--- src/rtl/tlb_pkg.sv ---
package tlb_pkg;
    parameter int VPN_W   = 20;
    parameter int ASID_W  = 4;
    parameter int PFN_W   = 20;
    parameter int PROT_W  = 2;
    parameter int ENTRIES = 16;
    localparam int IDX_W  = $clog2(ENTRIES);

    typedef struct packed {
        logic              valid;
        logic              ref_b;
        logic              mod_b;
        logic [ASID_W-1:0] asid;
        logic [VPN_W-1:0]  vpn;
        logic [PFN_W-1:0]  pfn;
        logic [PROT_W-1:0] prot;
    } tlb_entry_t;
endpackage

--- src/rtl/tlb_cam_match.sv ---
module tlb_cam_match
    import tlb_pkg::*;
(
    input  tlb_entry_t [ENTRIES-1:0] tab,
    input  logic                     key_en,
    input  logic [VPN_W-1:0]         key_vpn,
    input  logic [ASID_W-1:0]        key_asid,
    output logic [ENTRIES-1:0]       hits
);
    for (genvar e = 0; e < ENTRIES; e++) begin : g_cmp
        assign hits[e] = key_en && tab[e].valid &&
                         (tab[e].vpn == key_vpn) && (tab[e].asid == key_asid);
    end
endmodule

--- src/rtl/tlb_lru_ages.sv ---
module tlb_lru_ages
    import tlb_pkg::*;
(
    input  logic             clk,
    input  logic             rst_n,
    input  logic             touch_en,
    input  logic [IDX_W-1:0] touch_idx,
    output logic [IDX_W-1:0] lru_idx
);
    typedef struct packed {
        logic [ENTRIES-1:0][IDX_W-1:0] age;
    } lru_state_t;

    lru_state_t state_d, state_q;
    logic [ENTRIES-1:0] oldest;

    always_comb begin
        state_d = state_q;
        if (touch_en) begin
            for (int j = 0; j < ENTRIES; j++) begin
                if (IDX_W'(j) == touch_idx)
                    state_d.age[j] = '0;
                else if (state_q.age[j] < state_q.age[touch_idx])
                    state_d.age[j] = state_q.age[j] + 1'b1;
            end
        end
    end

    always_comb begin
        lru_idx = '0;
        for (int j = ENTRIES - 1; j >= 0; j--) begin
            oldest[j] = (state_q.age[j] == IDX_W'(ENTRIES - 1));
            if (oldest[j]) lru_idx = IDX_W'(j);
        end
    end

    always_ff @(posedge clk) begin
        if (!rst_n) begin
            for (int j = 0; j < ENTRIES; j++) state_q.age[j] <= IDX_W'(j);
        end else begin
            state_q <= state_d;
        end
    end


    lru_unique_chk: assert property (@(posedge clk) disable iff (!rst_n)
        $onehot(oldest));

    for (genvar e = 0; e < ENTRIES; e++) begin : g_chk

        touch_mru_chk: assert property (@(posedge clk) disable iff (!rst_n)
            (touch_en && touch_idx == IDX_W'(e)) |=> (state_q.age[e] == '0));
    end
endmodule

--- src/rtl/asid_tlb.sv ---
module asid_tlb
    import tlb_pkg::*;
(
    input  logic              clk,
    input  logic              rst_n,
    input  logic              lk_valid,
    input  logic [VPN_W-1:0]  lk_vpn,
    input  logic [ASID_W-1:0] lk_asid,
    input  logic              lk_write,
    output logic              lk_hit,
    output logic              lk_miss,
    output logic [PFN_W-1:0]  lk_pfn,
    output logic [PROT_W-1:0] lk_prot,
    output logic              lk_ref,
    output logic              lk_mod,
    input  logic              fill_valid,
    input  logic [VPN_W-1:0]  fill_vpn,
    input  logic [ASID_W-1:0] fill_asid,
    input  logic [PFN_W-1:0]  fill_pfn,
    input  logic [PROT_W-1:0] fill_prot,
    input  logic              flush_valid,
    input  logic              flush_all,
    input  logic [ASID_W-1:0] flush_asid
);
    typedef struct packed {
        tlb_entry_t [ENTRIES-1:0] tab;
    } tlb_state_t;

    tlb_state_t state_d, state_q;

    logic [ENTRIES-1:0] lk_hits, fl_hits, free_vec;
    logic [IDX_W-1:0]   hit_idx, same_idx, free_idx, lru_idx, fill_idx, touch_idx;
    logic               touch_en;
    tlb_entry_t         hit_ent;

    tlb_cam_match u_lk_match (
        .tab(state_q.tab), .key_en(lk_valid), .key_vpn(lk_vpn),
        .key_asid(lk_asid), .hits(lk_hits)
    );

    tlb_cam_match u_fill_match (
        .tab(state_q.tab), .key_en(fill_valid), .key_vpn(fill_vpn),
        .key_asid(fill_asid), .hits(fl_hits)
    );

    tlb_lru_ages u_lru (
        .clk(clk), .rst_n(rst_n), .touch_en(touch_en),
        .touch_idx(touch_idx), .lru_idx(lru_idx)
    );

    // index encoders: matching slots are unique, free slot picks the lowest
    always_comb begin
        hit_idx  = '0;
        same_idx = '0;
        free_idx = '0;
        for (int i = ENTRIES - 1; i >= 0; i--) begin
            free_vec[i] = !state_q.tab[i].valid;
            if (lk_hits[i])  hit_idx  = IDX_W'(i);
            if (fl_hits[i])  same_idx = IDX_W'(i);
            if (free_vec[i]) free_idx = IDX_W'(i);
        end
    end

    always_comb begin
        if (|fl_hits)       fill_idx = same_idx;
        else if (|free_vec) fill_idx = free_idx;
        else                fill_idx = lru_idx;
    end

    // lookup result
    always_comb begin
        hit_ent = state_q.tab[hit_idx];
        lk_hit  = |lk_hits;
        lk_miss = lk_valid && !lk_hit;
        lk_pfn  = lk_hit ? hit_ent.pfn  : '0;
        lk_prot = lk_hit ? hit_ent.prot : '0;
        lk_ref  = lk_hit && hit_ent.ref_b;
        lk_mod  = lk_hit && hit_ent.mod_b;
    end

    // next state: flush, then fill, then hit update
    always_comb begin
        state_d   = state_q;
        touch_en  = 1'b0;
        touch_idx = '0;
        if (flush_valid) begin
            for (int i = 0; i < ENTRIES; i++) begin
                if (flush_all || state_q.tab[i].asid == flush_asid)
                    state_d.tab[i].valid = 1'b0;
            end
        end else if (fill_valid) begin
            state_d.tab[fill_idx].valid = 1'b1;
            state_d.tab[fill_idx].ref_b = 1'b0;
            state_d.tab[fill_idx].mod_b = 1'b0;
            state_d.tab[fill_idx].asid  = fill_asid;
            state_d.tab[fill_idx].vpn   = fill_vpn;
            state_d.tab[fill_idx].pfn   = fill_pfn;
            state_d.tab[fill_idx].prot  = fill_prot;
            touch_en  = 1'b1;
            touch_idx = fill_idx;
        end else if (lk_hit) begin
            state_d.tab[hit_idx].ref_b = 1'b1;
            if (lk_write) state_d.tab[hit_idx].mod_b = 1'b1;
            touch_en  = 1'b1;
            touch_idx = hit_idx;
        end
    end

    always_ff @(posedge clk) begin
        if (!rst_n) state_q <= '0;
        else        state_q <= state_d;
    end


    lk_unique_chk: assert property (@(posedge clk) disable iff (!rst_n)
        $onehot0(lk_hits));


    miss_excl_chk: assert property (@(posedge clk) disable iff (!rst_n)
        !(lk_hit && lk_miss));


    miss_stable_chk: assert property (@(posedge clk) disable iff (!rst_n)
        (lk_miss && !fill_valid && !flush_valid) |=> $stable(state_q));


    flush_all_chk: assert property (@(posedge clk) disable iff (!rst_n)
        (flush_valid && flush_all) |=> (free_vec == '1));

    for (genvar e = 0; e < ENTRIES; e++) begin : g_chk

        ref_set_chk: assert property (@(posedge clk) disable iff (!rst_n)
            (lk_hits[e] && !fill_valid && !flush_valid) |=> state_q.tab[e].ref_b);

        flush_sel_chk: assert property (@(posedge clk) disable iff (!rst_n)
            (flush_valid && !flush_all && state_q.tab[e].asid != flush_asid)
            |=> $stable(state_q.tab[e]));
    end
endmodule

--- config.mk ---
export PLATFORM = sky130hd
export DESIGN_NAME = asid_tlb
export DESIGN_NICKNAME = d
export VERILOG_FILES = /design/src/rtl/tlb_pkg.sv /design/src/rtl/tlb_cam_match.sv /design/src/rtl/tlb_lru_ages.sv /design/src/rtl/asid_tlb.sv
export SDC_FILE = /design/constraint.sdc
export NUM_CORES = 2
export LEC_CHECK = 0
export ABC_CLOCK_PERIOD_IN_PS = 13250
export BUFFER_PORTS_ARGS = -buffer_cell sky130_fd_sc_hd__buf_4
export CAP_MARGIN = 20
export CORE_MARGIN = 2
export CORE_UTILIZATION = 30
export CTS_BUF_LIST = sky130_fd_sc_hd__clkbuf_4 sky130_fd_sc_hd__clkbuf_8 sky130_fd_sc_hd__clkbuf_16
export DETAILED_ROUTE_END_ITERATION = 6
export PLACE_DENSITY = 0.45
export SYNTH_ARGS = -nofsm -noshare
export SYNTH_HDL_FRONTEND = slang
export SYNTH_SLANG_ARGS = --single-unit
--- constraint.sdc ---
create_clock -name clk -period 13.25 [get_ports clk]
set_input_delay 2.65 -clock clk [delete_from_list [all_inputs] [get_ports clk]]
set_output_delay 2.65 -clock clk [all_outputs]
set_load 0.05 [all_outputs]
After elaboration in Yosys (flattened, before gate mapping)
Cells that the tools add are included.
{"block": "word_totals", "input_bits": 81, "elab_cells": 654, "reg_bits": 848}
{"block": "classes", "n_lt_le_gt_ge": 21, "add_sub_neg": 16, "reduce_logical": 189, "bitwise_logic": 1, "n_eq_ne": 127, "n_mux": 172}
{"operator": "$bwmux 784", "count": 9}
{"operator": "$mux 784", "count": 3}
{"operator": "$demux 49 s4", "count": 9}
{"operator": "$eq 20x20->1", "count": 32}
{"operator": "$mux 4", "count": 102}
{"operator": "$bmux 49 s4", "count": 1}
{"operator": "$eq 4x4->1", "count": 48}
{"operator": "$mux 48", "count": 3}
{"operator": "$logic_and 1x1->1", "count": 101}
{"operator": "$mux 47", "count": 2}
{"operator": "$reduce_and 2->1", "count": 33}
{"operator": "$add 4x1->4 const B", "count": 16}
{"operator": "$eq 4x4->1 const B", "count": 16}
{"operator": "$lt 4x4->1", "count": 16}
{"operator": "$mux 49", "count": 1}
{"operator": "$reduce_or 16->1", "count": 3}
{"operator": "$mux 46", "count": 1}
{"operator": "$mux 42", "count": 1}
{"operator": "$mux 1", "count": 35}
{"operator": "$reduce_bool 2->1", "count": 17}
{"operator": "$eq 4x4->1 const A", "count": 8}
{"operator": "$ne 2x1->1 const B", "count": 16}
{"operator": "$mux 22", "count": 1}
{"operator": "$mux 20", "count": 1}
{"operator": "other kinds (12)", "count": 51}

Logic depth before layout (Yosys ltp)
{"block": "logic_depth", "ltp_word": 33, "mapped_depth": 30, "mapped_depth_nobuf": 25}

Modules after synthesis
Synthesis repeated with hierarchy kept, for this count alone.
{"block": "hier_totals", "cells_unflattened": 5330, "area_unflattened_um2": 47822.1}
{"module": "asid_tlb", "n_inst": 1, "area_each_um2": 32566.2, "seq_area_each_um2": 15695.1, "cells_per_inst": 3511}
{"module": "tlb_cam_match", "n_inst": 2, "area_each_um2": 4789.6, "seq_area_each_um2": 0.0, "cells_per_inst": 578}
{"module": "tlb_lru_ages", "n_inst": 1, "area_each_um2": 5676.7, "seq_area_each_um2": 1281.2, "cells_per_inst": 663}

Least setup slack after synthesis
OpenSTA, ideal clock, no wires.
{"block": "synth_timing", "path_type": "in2out", "start": "input lk_vpn[9]", "end": "output lk_pfn[18]", "path_slack_ps": 2367, "path_buffers": 4, "t_required_ps": 10600, "path_stages": 14, "t_arrival_ps": 8233, "cell_sequence": "buf_2 buf_4 xnor2_1 or4b_1 or4_1 a211oi_2 o31ai_2 a31oi_1 clkbuf_1 buf_1 a211oi_1 a21oi_1 nor2_1 a2111oi_0"}
{"block": "synth_via", "elab_chain_len": 22}
{"item": "start: declaration", "line": "asid_tlb.sv:7", "text": "input logic [VPN_W-1:0] lk_vpn,"}
{"item": "$eq 20x20->1", "line": "tlb_cam_match.sv:12", "text": "(tab[e].vpn == key_vpn) && (tab[e].asid == key_asid);"}
{"item": "$logic_and 1x1->1", "line": "tlb_cam_match.sv:11", "text": "assign hits[e] = key_en && tab[e].valid &&"}
{"item": "$logic_and 1x1->1", "line": "tlb_cam_match.sv:12"}
{"item": "$mux 4 (16 in series)", "line": "asid_tlb.sv:58", "text": "if (lk_hits[i]) hit_idx = IDX_W'(i);"}
{"item": "$bmux 49 s4", "line": "asid_tlb.sv:72", "text": "hit_ent = state_q.tab[hit_idx];"}
{"item": "$mux 48 (implied by the code)", "line": "asid_tlb.sv:72"}
{"item": "$mux 20 (*)", "line": "asid_tlb.sv:75", "text": "lk_pfn = lk_hit ? hit_ent.pfn : '0;"}
{"item": "end: declaration", "line": "asid_tlb.sv:12", "text": "output logic [PFN_W-1:0] lk_pfn,"}
Mark *: on every way between the ends. The rest lies on a longest branch, timed or not. The select of a mux whose other input is x is not followed.

Final worst setup path
{"block": "layout_timing", "start": "input lk_asid[2]", "end": "output lk_prot[1]"}
{"block": "layout_via", "elab_chain_len": 21}
{"item": "start: declaration", "line": "asid_tlb.sv:8", "text": "input logic [ASID_W-1:0] lk_asid,"}
{"item": "$eq 4x4->1", "line": "tlb_cam_match.sv:12"}
{"item": "$logic_and 1x1->1", "line": "tlb_cam_match.sv:12"}
{"item": "$mux 4 (16 in series)", "line": "asid_tlb.sv:58"}
{"item": "$bmux 49 s4", "line": "asid_tlb.sv:72"}
{"item": "$mux 48 (implied by the code)", "line": "asid_tlb.sv:72"}
{"item": "$mux 2 (*)", "line": "asid_tlb.sv:76", "text": "lk_prot = lk_hit ? hit_ent.prot : '0;"}
{"item": "end: declaration", "line": "asid_tlb.sv:13", "text": "output logic [PROT_W-1:0] lk_prot,"}
Marks and branches as above.

==> flow_metrics.tcl <==
set metrics [dict create \
    nets_finish 5734 \
    internal_power_mw 4.47 \
    relSlewSlack_pct 12.1 \
    post_cts_hold_buffer_count 0 \
    setup_tns_ns 0 \
    cts.root.buffer_cell "sky130_fd_sc_hd__clkbuf_16" \
    seq_area_frac_synth_pct 34.0 \
    ff_latch_area_sq_um 17000 \
    chipHeight_um 412 \
    tritoncts_clock_tree "yes" \
    synth_top_area_cell "sky130_fd_sc_hd__dfxtp_1" \
    critical_path.startpoint_type "primary input" \
    global_route.overflow_total 0 \
    share_of_the_clock_period_used_by_the_worst_path_after_layout_pct 84.5 \
    layout.cells.non_filler 7860 \
    synth_nets 5893 \
    max-clock-path-buffers 3 \
    fillCellCount 17300 \
    multiInputGateArea_sq_um 30800 \
    worst_r2r_path_depth 21 \
    unrepaired_setup_endpoints_after_global_routing "no" \
    timing.hold.worst.class "reg2reg" \
    syn-mean-instance-area_sq_um 8.69 \
    drv.max_cap_violation_count 0 \
    syn_inst 5748 \
    netSwitchingFraction_pct 27.8 \
    synth_top_cell_area_share_pct 34.0 \
    slew_violations 0 \
    detail_route.iter0.violations 3928 \
    synth_warnings 0 \
    dp_hpwl_um 130000 \
    worst-slew-pin-transition_ns 1.32 \
    clock_skew_after_layout_ns 0.0925 \
    core_area_sq_um 165000 \
    fmaxAchievable_mhz 89.3 \
    netlist_top_cells_area "sky130_fd_sc_hd__dfxtp_1 34%, sky130_fd_sc_hd__mux2i_1 16%, sky130_fd_sc_hd__xor2_1 12%" \
    power.sequential.fraction_pct 42.0 \
    wl_per_cell_um 26.0 \
    timing.hold.worst.start "state_q[390]" \
    power.combinational.fraction_pct 9.9 \
    timing.critical_path.cells "buf_4 -> xor2_1 -> nor4_1 -> nand4_1 -> nor4_1 -> buf_4 -> o21ba_2 -> o21ai_0 -> a21oi_2 -> buf_4 -> nor2_4 -> mux2i_1 -> a21oi_1 -> o22ai_1 -> a2111oi_2 -> buf_4" \
    design.die.area_sq_um 170000 \
    hold-path-cell-count 1 \
    synth.distinct_cells 99 \
    timing.critical_path.to_type "output port" \
    first_pass_grt_wire_length_um 294000 \
    grt_antenna_before_repair 6 \
    post_cts.repair.setup_buffers 0 \
    post_cts.resized_instances 0 \
    grt_usage_pct 23.3 \
    crit_top_cell "sky130_fd_sc_hd__buf_4" \
    dominantRegCellSynth "sky130_fd_sc_hd__dfxtp_1" \
    h_tree_depth_reported_by_cts 3 \
    p_total_mw 6.19 \
    worst_hold_path.endpoint "state_q[390]" \
    drt_first_pass_iters 6 \
    worstPathRequired_ns 10.60 \
    clkTransAtPathRegs_ns 0.06 \
    power_switching_mw 1.72 \
    vias 42800 \
    initial_core_util_pct 30.2 \
    critPathTopFamily "compound AO/OA/AOI/OAI gates" \
    timing.critical_path.arrival_ns 8.54 \
    worst-setup-path-type "in2out" \
    io_pins 107 \
    result_of_the_run "complete, no violations" \
    drc 0 \
    p_leak_nw 21.8 \
    dp_cells 7675 \
    antenna_left 0 \
    pwr_density_cell_nw_per_um2 111 \
    synth-seq-cells 848 \
    final_layout_size_suffix_gt1_share_pct 8.43 \
    post_layout_minimum_cycle_time_ns 11.19 \
    synth_edf_count 0 \
    timing_hold_violations_final 0 \
    p_clk_share_pct 48.1 \
    worst_ir_drop_vdd_mv 0.112 \
    critical_path.n_buffers_inverters 4 \
    setup.reg_to_reg.worst_slack_ns 5.41 \
    critical_path.slowest_cell "sky130_fd_sc_hd__a2111oi_2" \
    routed_via_density 5.45 \
    cts.sink_count 848 \
    rr_endpoint "u_lru.state_q[14]" \
    setup_viol_count_final 0 \
    grt_max_degree 205 \
    number_of_buffer_cells_added_on_primary_ports 106 \
    cts-buffers-inserted 101 \
    areaGrowthSynthToFinish_pct 11.8 \
    place.gp.congestion 0.934 \
    finalWirelength_um 204000 \
    row_count 149 \
    critical_path.reg2reg.startpoint "state_q[521]" \
    clk-insertion-delay-late_ns 0.77 \
    grt_pass1_vias 41000 \
    floorplan.die.width_um 412 \
    path_max_fanout 24 \
    critical-path-max-stage-delay_ns 1.03 \
    synth-async-reset-ratio_pct 0 \
    synth_area_sq_um 49900 \
]
-- power by group through the flow --
stage	clock, mW	sequential [mW]	combinational (mW)
3_5_place_dp	0	2.66	0.597
2_1_floorplan	0	2.65	0.396
4_1_cts	3.04	2.60	0.600
6_report	2.98	2.60	0.610
3_3_place_gp	0	2.66	0.597
5_1_grt	3.14	2.60	0.649
-- placed cells by master (no fill, tap or decap), types with 29 or more instances in the layout --
cell	count
sky130_fd_sc_hd__nand2b_1	29
sky130_fd_sc_hd__ha_1	64
sky130_fd_sc_hd__inv_1	49
sky130_fd_sc_hd__nor4_1	263
sky130_fd_sc_hd__nor2b_1	108
sky130_fd_sc_hd__xor2_1	696
sky130_fd_sc_hd__nor3_1	79
sky130_fd_sc_hd__or3_1	32
sky130_fd_sc_hd__nand2_1	161
sky130_fd_sc_hd__nor4b_1	37
sky130_fd_sc_hd__o21ai_0	116
sky130_fd_sc_hd__clkbuf_16	101
sky130_fd_sc_hd__or4_1	50
sky130_fd_sc_hd__buf_4	196
sky130_fd_sc_hd__nand4_1	103
sky130_fd_sc_hd__nand3_1	46
sky130_fd_sc_hd__o22ai_1	33
sky130_fd_sc_hd__nor2_1	970
sky130_fd_sc_hd__dfxtp_1	848
sky130_fd_sc_hd__a21oi_1	200
sky130_fd_sc_hd__xnor2_1	134
sky130_fd_sc_hd__mux2i_1	811
sky130_fd_sc_hd__a211oi_1	87
-- layer usage --
metal,vias up,part of all wire (%),track usage [%]
li1,19900,-,-
met1,21100,47,33.5
met5,-,0.028,0
met2,1486,43,35.5
met3,354,6.2,3.18
met4,8,3.3,7.80
-- worst max-delay path by stage --
stage | start | endpoint | slack (ns) | cells past startpoint
3_3_place_gp | lk_vpn[16] | lk_prot[1] | 2.10 | 15
4_1_cts | lk_asid[2] | lk_pfn[18] | 2.13 | 17
6_report | lk_asid[2] | lk_prot[1] | 2.06 | 16
5_1_grt | lk_asid[2] | lk_pfn[6] | 2.03 | 17
2_1_floorplan | lk_vpn[9] | lk_pfn[18] | 2.37 | 14
3_5_place_dp | lk_asid[2] | lk_pfn[18] | 2.18 | 17
-- sequential cells by signal, indices dropped and copies added, names as in the netlist --
signal	count
u_lru.state_q	64
state_q	784
-- worst register-to-register path, stage by stage (launching register included) --
cell and delay [ns]:
sky130_fd_sc_hd__dfxtp_1 0.36, sky130_fd_sc_hd__nor2b_1 0.17, sky130_fd_sc_hd__or4_1 0.53, sky130_fd_sc_hd__or3_1 0.42, sky130_fd_sc_hd__nor3_2 0.68, sky130_fd_sc_hd__nor4_1 0.17, sky130_fd_sc_hd__a221oi_2 0.48, sky130_fd_sc_hd__o31a_2 0.36
sky130_fd_sc_hd__o21a_4 0.29, sky130_fd_sc_hd__and2_1 0.62, sky130_fd_sc_hd__nand2b_1 0.49, sky130_fd_sc_hd__o22a_1 0.31, sky130_fd_sc_hd__a21oi_1 0.23, sky130_fd_sc_hd__a221oi_1 0.12, sky130_fd_sc_hd__o21ai_1 0.56, sky130_fd_sc_hd__buf_4 0.36
sky130_fd_sc_hd__ha_1 0.27, sky130_fd_sc_hd__nor2b_1 0.14, sky130_fd_sc_hd__a311oi_1 0.31, sky130_fd_sc_hd__a21oi_1 0.16, sky130_fd_sc_hd__or4_1 0.54, sky130_fd_sc_hd__a31oi_1 0.18
-- cell usage after synthesis (18+ instances only) --
library cell / instances
sky130_fd_sc_hd__nand2_1: 163
sky130_fd_sc_hd__clkbuf_1: 246
sky130_fd_sc_hd__o21ai_0: 117
sky130_fd_sc_hd__nand4_1: 103
sky130_fd_sc_hd__nor4b_1: 37
sky130_fd_sc_hd__a21oi_1: 202
sky130_fd_sc_hd__mux2i_1: 811
sky130_fd_sc_hd__nor4_1: 266
sky130_fd_sc_hd__buf_6: 21
sky130_fd_sc_hd__a22oi_1: 22
sky130_fd_sc_hd__buf_4: 28
sky130_fd_sc_hd__buf_1: 38
sky130_fd_sc_hd__ha_1: 64
sky130_fd_sc_hd__or3_1: 32
sky130_fd_sc_hd__a211oi_1: 87
sky130_fd_sc_hd__and4_1: 18
sky130_fd_sc_hd__nand2b_1: 29
sky130_fd_sc_hd__nor3_1: 85
sky130_fd_sc_hd__inv_1: 49
sky130_fd_sc_hd__xnor2_1: 134
sky130_fd_sc_hd__buf_2: 128
sky130_fd_sc_hd__or4_1: 50
sky130_fd_sc_hd__xor2_1: 696
sky130_fd_sc_hd__o211ai_1: 20
sky130_fd_sc_hd__nor2b_1: 108
sky130_fd_sc_hd__nand3_1: 48
sky130_fd_sc_hd__o22ai_1: 33
sky130_fd_sc_hd__nor2_1: 975
sky130_fd_sc_hd__dfxtp_1: 848
-- metrics by stage --
step | hold WS, ns | setup slack, ns | util [%] | instance area, sq um
5_1_grt | 0.493 | 2.03 | 33.8 | 55800
3_3_place_gp | 0.440 | 2.10 | 31.6 | 52300
4_1_cts | 0.460 | 2.13 | 33.8 | 55800
2_1_floorplan | 0.429 | 2.37 | - | 49900
6_report | 0.459 | 2.06 | 33.8 | 55800
3_5_place_dp | 0.446 | 2.18 | 31.6 | 52300
-- area by class of cell --
class	instances	area share [%]
multi-input cells	4388	55.2
repair buffers	199	2.74
diodes	1	0.00448
clock buffers	142	5.29
flip-flops and latches	848	30.4
clock inverters	42	1.08
inverters	51	0.356
well taps	2189	4.90
-- cells by family after synthesis --
family | share of synthesized area, %
compound gates | 8.78
xor+xnor | 14.7
fa+ha+maj | 1.60
buf+inv | 4.69
flops | 34.0
mux | 16.3
simple gates | 19.9
Power figures use the tool's default switching activity.
